[config.mk]
export PLATFORM = sky130hd
export DESIGN_NAME = can_tstamp
export DESIGN_NICKNAME = d
export VERILOG_FILES = /design/src/rtl/tstamp_pkg.sv /design/src/rtl/tstamp_prescaler.sv /design/src/rtl/tstamp_counter.sv /design/src/rtl/tstamp_capture.sv /design/src/rtl/can_tstamp.sv
export SDC_FILE = /design/constraint.sdc
export NUM_CORES = 1
export LEC_CHECK = 0
export BUFFER_PORTS_ARGS = -buffer_cell sky130_fd_sc_hd__buf_2
export CAP_MARGIN = 30
export CORE_ASPECT_RATIO = 0.8
export CORE_MARGIN = 4
export CORE_UTILIZATION = 50
export DETAILED_ROUTE_END_ITERATION = 7
export HOLD_SLACK_MARGIN = 0.06
export PLACE_DENSITY = 0.78
export SYNTH_ARGS = -nofsm -noshare
export SYNTH_HDL_FRONTEND = slang
export SYNTH_HIERARCHICAL = 1
export SYNTH_SLANG_ARGS = --single-unit
[constraint.sdc]
create_clock -name clk -period 2.78 [get_ports clk]
set_input_delay 0.278 -clock clk [delete_from_list [all_inputs] [get_ports clk]]
set_output_delay 0.278 -clock clk [all_outputs]
set_load 0.02 [all_outputs]
[src/rtl/tstamp_pkg.sv]
package tstamp_pkg;
  localparam int CNT_W = 16;
  localparam int SEL_W = 2;
  localparam int MAX_DIV = 1 << ((1 << SEL_W) - 1);
  localparam int DIV_W = $clog2(MAX_DIV);

  // last phase index of the divider for a given select
  function automatic logic [DIV_W-1:0] div_last(input logic [SEL_W-1:0] sel);
    return DIV_W'((1 << sel) - 1);
  endfunction

  // counter successor, wraps naturally at the width
  function automatic logic [CNT_W-1:0] count_next(input logic [CNT_W-1:0] c);
    return c + 1'b1;
  endfunction
endpackage

[src/rtl/tstamp_prescaler.sv]
module tstamp_prescaler
  import tstamp_pkg::*;
#(
  parameter int S_W = SEL_W,
  parameter int D_W = DIV_W
) (
  input  logic           clk,
  input  logic           rst,
  input  logic           bit_strobe,
  input  logic [S_W-1:0] div_sel,
  output logic           tick,
  output logic           sel_chg
);
  logic [S_W-1:0] sel_q;
  logic [D_W-1:0] phase_q;
  logic           at_last;

  assign sel_chg = (div_sel != sel_q);
  assign at_last = (phase_q == D_W'(div_last(SEL_W'(div_sel))));
  assign tick    = bit_strobe & ~sel_chg & at_last;

  always_ff @(posedge clk) begin
    sel_q <= div_sel;
    if (rst) begin
      phase_q <= '0;
    end else if (sel_chg) begin
      phase_q <= '0;
    end else if (bit_strobe) begin
      phase_q <= at_last ? '0 : phase_q + 1'b1;
    end
  end
endmodule

[src/rtl/tstamp_counter.sv]
module tstamp_counter
  import tstamp_pkg::*;
#(
  parameter int C_W = CNT_W
) (
  input  logic           clk,
  input  logic           rst,
  input  logic           tick,
  input  logic           rd_stb,
  output logic [C_W-1:0] count,
  output logic [C_W-1:0] rd_data
);
  always_ff @(posedge clk) begin
    if (rst) begin
      count <= '0;
    end else if (tick) begin
      count <= C_W'(count_next(CNT_W'(count)));
    end
  end

  assign rd_data = rd_stb ? count : '0;
endmodule

[src/rtl/tstamp_capture.sv]
module tstamp_capture
  import tstamp_pkg::*;
#(
  parameter int C_W = CNT_W
) (
  input  logic           clk,
  input  logic           rst,
  input  logic           rx_ok,
  input  logic [C_W-1:0] count,
  output logic [C_W-1:0] stamp,
  output logic           stamp_vld
);
  always_ff @(posedge clk) begin
    if (rst) begin
      stamp     <= '0;
      stamp_vld <= 1'b0;
    end else begin
      stamp_vld <= rx_ok;
      if (rx_ok) begin
        stamp <= count;
      end
    end
  end
endmodule

[src/rtl/can_tstamp.sv]
module can_tstamp
  import tstamp_pkg::*;
#(
  parameter int C_W = CNT_W,
  parameter int S_W = SEL_W,
  parameter int D_W = DIV_W
) (
  input  logic           clk,
  input  logic           rst,
  input  logic           bit_strobe,
  input  logic [S_W-1:0] div_sel,
  input  logic           rx_ok,
  input  logic           rd_stb,
  output logic [C_W-1:0] live_count,
  output logic [C_W-1:0] ts_read,
  output logic [C_W-1:0] ts_cap,
  output logic           stamp_vld
);
  // internal events, visible to the checker
  logic tick;
  logic sel_chg;

  tstamp_prescaler #(.S_W(S_W), .D_W(D_W)) u_pre (
    .clk(clk), .rst(rst), .bit_strobe(bit_strobe), .div_sel(div_sel),
    .tick(tick), .sel_chg(sel_chg)
  );

  tstamp_counter #(.C_W(C_W)) u_cnt (
    .clk(clk), .rst(rst), .tick(tick), .rd_stb(rd_stb),
    .count(live_count), .rd_data(ts_read)
  );

  tstamp_capture #(.C_W(C_W)) u_cap (
    .clk(clk), .rst(rst), .rx_ok(rx_ok), .count(live_count),
    .stamp(ts_cap), .stamp_vld(stamp_vld)
  );
endmodule

# Word level (Yosys, flattened, before mapping)
# Cells that the tools add are included.
[totals] register_bits=38 elab_cells=17 in_bits=7
[classes] reduce_logical=1 n_bitwise=3 eq_ne=2 n_addsub=3 shifts=1 n_mux=2
[op_table] op="$add A16 B1 Y16 const B" n=1
[op_table] op="$mux W16" n=1
[op_table] op="$add A3 B1 Y3 const B" n=1
[op_table] op="$eq A3 B3 Y1" n=1
[op_table] op="$mux W3" n=1
[op_table] op="$shl A1 B2 Y3 const A" n=1
[op_table] op="$sub A3 B2 Y3 const B" n=1
[op_table] op="$and A1 B1 Y1" n=2
[op_table] op="$ne A2 B2 Y1" n=1
[op_table] op="$reduce_or A2 Y1" n=1
[op_table] op="$not A1 Y1" n=1

# Longest topological paths before layout
# Gate-level depths: netlist of run 1.
[logic_depth] ltp_word=4 depth_mapped=8

# Hierarchy
# The synthesis of run 1 kept the hierarchy.
[modules_own_cells] mod="tstamp_counter" cells_each=104 instances=1 area_per_inst_um2=893.4
[modules_own_cells] mod="tstamp_capture" cells_each=54 instances=1 area_per_inst_um2=608.1
[modules_own_cells] mod="tstamp_prescaler" cells_each=25 instances=1 area_per_inst_um2=237.7

# Worst setup path before layout of run 1
# Ideal clock, no wire load.
[synth_path] path_kind="reg2reg" from="register u_pre.phase_q[2]" to="register u_cnt.count[14]" n_path_buf=1 t_arrival_ps=2115 path_stages_with_launch=9 required_time_ps=2659 slack_ps=544 cell_sequence="dfxtp_1 or3_1 nor3_1 o31a_1 and2b_1 buf_2 nand4_4 nor4_1 mux2_2"
[synth_via] elab_chain_cells=2
[synth_rtl] element="from (decl)" line_no="tstamp_prescaler.sv:15" source="logic [D_W-1:0] phase_q;"
[synth_rtl] element="from (signal assigned)" line_no="tstamp_prescaler.sv:29" source="phase_q <= at_last ? '0 : phase_q + 1'b1;"
[synth_rtl] element="$eq A3 B3 Y1" line_no="tstamp_prescaler.sv:19" source="assign at_last = (phase_q == D_W'(div_last(SEL_W'(div_sel))));"
[synth_rtl] element="$and A1 B1 Y1" line_no="tstamp_prescaler.sv:20" source="assign tick = bit_strobe & ~sel_chg & at_last;"
[synth_rtl] element="net tick" line_no="can_tstamp.sv:20" source="logic tick;"
[synth_rtl] element="to (signal assigned)" line_no="tstamp_counter.sv:17" source="count <= C_W'(count_next(CNT_W'(count)));"
[synth_rtl] element="to (decl)" line_no="tstamp_counter.sv:10" source="output logic [C_W-1:0] count,"
# The timed path passes the listed nets, and every way through them passes these cells.
# A chain may end at the register's enable or synchronous reset.

# Worst setup path after layout of run 1
[layout_path] from="register u_pre.phase_q[2]" to="register u_cnt.count[15]"
# Same word-level chain as after synthesis.

==> impl_metrics.py, run 1 <==
metrics = {
    "yosys": {
        "syn-num-nets": 192,
        "yosysSeqAreaShare_pct": 43.7,
        "async_reset_ff_share_pct": 0,
        "synth_area_per_cell_um2": 9.50,
        "ys.flop_type": "dfxtp_1",
        "syn_inst": 183,
        "syn_area_um2": 1740,
        "synth-edff-count": 0,
        "ys_ff_latch": 38,
        "ys_warn_count": 6,
        "ys_types": 30,
    },
    "power": {
        "power_leakage_uw": 0.00101,
        "internal_power_uw": 815,
        "power_frac_seq_pct": 53.7,
        "peakVddDrop_mv": 0.389,
        "switchingPower_uw": 212,
        "combinationalPowerShare_pct": 4.7,
        "powerDensity_nw_per_um2": 486,
        "clkPwrFrac_pct": 41.6,
        "switching_share_pct": 20.6,
    },
    "cts": {
        "cts.repair.resized": 0,
        "clkTransAtPathRegs_ns": 0.07,
        "cts_tree": "done",
        "ctsHoldBuffers": 0,
        "clock_latency_ns": 0.28,
        "clk_path_buf_depth": 2,
        "ctsHtreeMaxLevel": 2,
        "root_buffer": "clkbuf_8",
        "cts_buffers": 5,
        "post-cts-setup-buffers": 0,
        "clock-sinks": 38,
    },
    "global_route": {
        "grt_max_degree": 43,
        "overflow": 0,
        "grt_pass1_vias": 1310,
        "antenna_found_initial": 0,
        "grt_first_pass_wirelength_um": 5990,
        "grt_usage_pct": 17.5,
    },
    "floorplanning": {
        "rows": 18,
        "coreArea_um2": 3220,
        "die_area_um2": 4490,
        "fp.dieH_um": 60.8,
        "initial_core_util_pct": 54.0,
        "io_pins": 56,
        "die_x_um": 73.9,
    },
    "placed_design": {
        "port_buffers": 55,
        "dp_slack_ns": 0.231,
        "gp_congestion": 0.814,
        "dp_hpwl_um": 2630,
        "placed_cell_area_um2": 2000,
    },
    "finish": {
        "fillCellCount": 296,
        "layout_commonest_cell": "buf_2",
        "fin_util_pct": 65.6,
        "multi_input_area_um2": 906,
        "area_growth_pct": 21.5,
        "drive_above_1_share_pct": 30.4,
        "seq_area_um2": 761,
        "nets": 245,
        "antenna_cells": 0,
        "layout_common_cells": "buf_2, dfxtp_1, nor2_1",
        "stdcell_area_um2": 2110,
    },
    "sta": {
        "fin_skew_ns": 0.00186,
        "relSlewSlack_pct": 51.9,
        "setup_tns_ns": 0,
        "finalCritPeriodShare_pct": 93.1,
        "period_minus_slack_ns": 2.59,
        "worst_slack_ns": 0.193,
        "hold_ws_ns": 0.163,
        "finalHoldViolCount": 0,
        "rsz0062_at_grt": "false",
        "setup_viol": 0,
        "maxSlewViolCount": 0,
        "worst_slew_pin_slew_ns": 0.721,
        "fmax_ghz": 0.387,
    },
    "setup_path": {
        "path_cells": "or3_1, a21oi_1, o31a_1, and2b_1, nand4_4, nor4_1, mux2_2",
        "slowest_stage": "or3_1",
        "r2r_slack_ns": 0.19,
        "max_stage_delay_ns": 0.40,
        "path_max_fanout": 8,
        "crit_path_end_kind": "flip-flop",
        "critical_path_class": "reg2reg",
        "critPathLaunchType": "flip-flop",
        "cp.required_ns": 2.95,
        "worstPathArrival_ns": 2.76,
    },
    "route": {
        "initialDrtViolationCount": 51,
        "vias": 1500,
        "post_drt_via_cell_ratio": 5.42,
        "firstDrtPassIters": 4,
        "drt_wl_total_um": 3800,
        "remaining_drc_errors": 0,
        "ant_nets": 0,
        "wl_per_cell_um": 13.7,
    },
    "run_status": {
        "status": "complete, no violations",
    },
    "min_path": {
        "hp-class": "in2reg",
    },
    "job": {
        "max_cap_violations": 0,
    },
}
## synth_stat cells, types with 3 or more instances
master    count  area share (%)
dfxtp_1      38              44
o31ai_1       4             1.7
clkbuf_1      3            0.65
mux2_2        6             3.9
a21oi_1       6             1.7
nand3_1       3            0.86
xnor2_1       4             2.0
or4_1         4             1.7
inv_1         3            0.65
and2_1       15             5.4
nor2_1       27             5.8
nor2b_1       7             2.5
nand4_1       5             1.8
nand2_1       9             1.9
buf_2         3            0.86
mux2i_1      18              10
xor2_1        4             2.0
nor4_1        9             3.2
## path summary, 6_finish.rpt
check | startpoint | end | cells past startpoint
worst min-delay path | div_sel[0] | u_pre/sel_q[0]$_DFF_P_ | 1
worst max register to register | u_pre/phase_q[2]$_SDFFE_PP0P_ | u_cnt/count[15]$_SDFFE_PP0P_ | 7
worst min register to register | u_cap/stamp[8]$_SDFFE_PP0P_ | u_cap/stamp[8]$_SDFFE_PP0P_ | 2
worst max-delay path | u_pre/phase_q[2]$_SDFFE_PP0P_ | u_cnt/count[15]$_SDFFE_PP0P_ | 7
## layout make-up
class,instances,share of cell area [%]
Clock buffer,8,5.21
Inverter,3,0.533
Multi-Input combinational cell,133,42.9
Sequential cell,38,36.0
Tap cell,40,2.37
Timing Repair Buffer,55,13.0
## power by group through the flow
stage	Combinational, µW	Sequential [µW]	Clock (µW)
2_1_floorplan	36.0	565	0
3_3_place_gp	47.5	563	0
3_5_place_dp	48.4	563	0
4_1_cts	49.0	551	439
5_1_grt	52.3	551	460
6_report	48.3	551	427
## layer usage
layer  routed length, µm  GRT usage (%)  up-vias
li1                    -              -      742
met1                1670           21.5      704
met2                1860           30.4       49
met3                 226           3.97        5
met4                  42           6.20        0
met5                   0              0        -
## metrics by stage
stage	total power, µW	std cells
4_1_cts	1040	277
6_report	1030	277
5_1_grt	1060	277
2_1_floorplan	601	183
3_5_place_dp	612	269
3_3_place_gp	611	269
## sequential cells by signal, indices dropped and copies added (netlist names)
name / cells
u_cap/stamp: 16
u_cap/stamp_vld: 1
u_cnt/count: 16
u_pre/phase_q: 3
u_pre/sel_q: 2
## worst max-delay path: cells and delay by family, from the launching register on
family,cells,cell delay [ns]
AOI/OAI and AO/OA,2,0.42
DFF,1,0.35
muxes,1,0.37
and+or+nand+nor,4,1.34
## logic make-up after synthesis
| family | after synthesis | share of synthesized area, % |
|---|---|---|
| AOI/OAI and AO/OA | 12 | 4.24 |
| and+or+nand+nor | 87 | 28.1 |
| adders and majority gates | 2 | 1.44 |
| xor gates and xnor gates | 8 | 4.03 |
| muxes | 24 | 14.2 |
| buffers and inverters | 12 | 4.17 |
| DFF | 38 | 43.7 |
Power figures use the tool's default switching activity.
==> inputs of run 2 (changes only) <==
- CORE_ASPECT_RATIO: 0.8 -> 0.9
==> run 2 against run 1 <==
Net effect: fmax increased by 0.46%; clock skew is 0.0060 ns higher; flip-flop and latch count stayed put; global-route usage is 1.4 points higher; via count is 2.2% lower; critical endpoint unchanged; largest power group unchanged.
==> impl_metrics.py, run 2 (synthesis gave the netlist of run 1 again) <==
metrics = {
    "finish": {
        "layout_commonest_cell": "buf_2",
        "largestRegisters": "u_cap/stamp x16, u_cnt/count x16, u_pre/phase_q x3",
        "nets": 245,
        "area_growth_pct": 21.6,
        "drive_above_1_share_pct": 29.5,
        "antenna_cells": 0,
        "layout_common_cells": "buf_2, dfxtp_1, nor2_1",
    },
    "sta": {
        "rsz0062_at_grt": "false",
        "finalHoldViolCount": 0,
        "finalCritPeriodShare_pct": 92.6,
        "maxSlewViolCount": 0,
        "fmax_ghz": 0.388,
        "setup_tns_ns": 0,
        "worst_slew_pin_slew_ns": 0.701,
        "hold_ws_ns": 0.150,
        "period_minus_slack_ns": 2.58,
        "setup_viol": 0,
        "fin_skew_ns": 0.00789,
        "relSlewSlack_pct": 53.3,
    },
    "setup_path": {
        "startpoint": "u_pre/phase_q[2]$_SDFFE_PP0P_",
        "critical_path_class": "reg2reg",
        "critPathLaunchType": "flip-flop",
        "path_max_fanout": 8,
        "cp.buffers_inverters": 0,
        "worstPathArrival_ns": 2.76,
        "max_stage_delay_ns": 0.41,
        "crit_path_end_kind": "flip-flop",
        "path_cells": "or3_1, nor3_1, o31a_1, and2b_1, nand4_4, nor4_1, mux2_2",
        "critPathTopFamily": "simple AND/OR/NAND/NOR gates",
        "cp.required_ns": 2.97,
        "reg2reg_from": "u_pre/phase_q[2]$_SDFFE_PP0P_",
        "slowest_stage": "nor4_1",
    },
    "min_path": {
        "hp-class": "in2reg",
        "worstHoldStart": "div_sel[1]",
    },
    "floorplanning": {
        "rows": 20,
        "io_pins": 56,
        "coreArea_um2": 3350,
        "initial_core_util_pct": 51.9,
        "die_x_um": 70.2,
        "die_area_um2": 4490,
        "fp.dieH_um": 64.0,
    },
    "cts": {
        "root_buffer": "clkbuf_8",
        "cts_tree": "done",
        "cts_buffers": 5,
        "ctsHoldBuffers": 0,
        "clkTransAtPathRegs_ns": 0.07,
        "cts.repair.resized": 0,
        "post-cts-setup-buffers": 0,
        "clock-sinks": 38,
        "ctsHtreeMaxLevel": 2,
        "clock_latency_ns": 0.29,
        "clk_path_buf_depth": 2,
    },
    "global_route": {
        "antenna_found_initial": 0,
        "grt_pass1_vias": 1462,
        "grt_max_degree": 43,
        "grt_usage_pct": 18.9,
        "overflow": 0,
        "grt_first_pass_wirelength_um": 6730,
    },
    "route": {
        "routed.top_layer": "met4",
        "remaining_drc_errors": 0,
        "wl_met2_um": 1830,
        "wl_per_cell_um": 13.7,
        "post_drt_via_cell_ratio": 5.22,
        "met3_length_um": 228,
        "drt_wl_total_um": 3840,
        "met1_length_um": 1700,
        "firstDrtPassIters": 4,
        "ant_nets": 0,
        "initialDrtViolationCount": 72,
        "vias": 1467,
    },
    "placed_design": {
        "gp_congestion": 0.791,
        "dp_hpwl_um": 2610,
        "port_buffers": 55,
    },
    "power": {
        "power_leakage_uw": 0.00101,
        "peakVddDrop_mv": 0.356,
        "powerDensity_nw_per_um2": 498,
    },
    "job": {
        "max_cap_violations": 0,
    },
    "run_status": {
        "status": "complete, no violations",
    },
}
==> run 2: cell types whose count changed in the layout (fill, tap and decap cells not counted), sizes merged <==
cell	change
clkbuf	-1
bufinv	+1
==> run 2: metrics by stage <==
| step | util [%] | cell area (µm²) | total power, µW | setup WS [ns] | instances |
|---|---|---|---|---|---|
| 6_report | 63.1 | 2110 | 1050 | 0.205 | 281 |
| 5_1_grt | 63.1 | 2110 | 1100 | 0.0218 | 281 |
| 4_1_cts | 63.1 | 2110 | 1060 | 0.196 | 281 |
| 3_5_place_dp | 59.9 | 2010 | 612 | 0.212 | 273 |
| 3_3_place_gp | 59.9 | 2010 | 611 | 0.352 | 273 |
| 2_1_floorplan | - | 1740 | 601 | 0.544 | 183 |
==> run 2: cell type report <==
type                       instances  area, µm²
clock buffer                       7       76.3
tap                               44       55.1
clock inverter                     1       30.0
fill                             323       1240
multi-input combinational        133        906
sequential                        38        761
inverter                           3       11.3
timing repair buffer              55        275
==> run 2: final timing paths <==
kind | cells past startpoint | slack [ns] | end
max | 7 | 0.20 | u_cnt/count[15]$_SDFFE_PP0P_
min | 1 | 0.15 | u_pre/sel_q[1]$_DFF_P_
max reg2reg | 7 | 0.20 | u_cnt/count[15]$_SDFFE_PP0P_
min reg2reg | 2 | 0.49 | u_cap/stamp[1]$_SDFFE_PP0P_
==> run 2: where the power goes <==
group	internal [µW]	leakage [µW]	switching (µW)
registers	548	0.000307	3.00
logic	16.9	0.000648	31.4
clock network	268	0.0000524	186
==> run 2: metal layers <==
metal	vias up	GRT usage, %
met2	41	30.5
met4	0	7.42
met1	674	22.6
li1	745	-
met3	7	7.39
met5	-	0
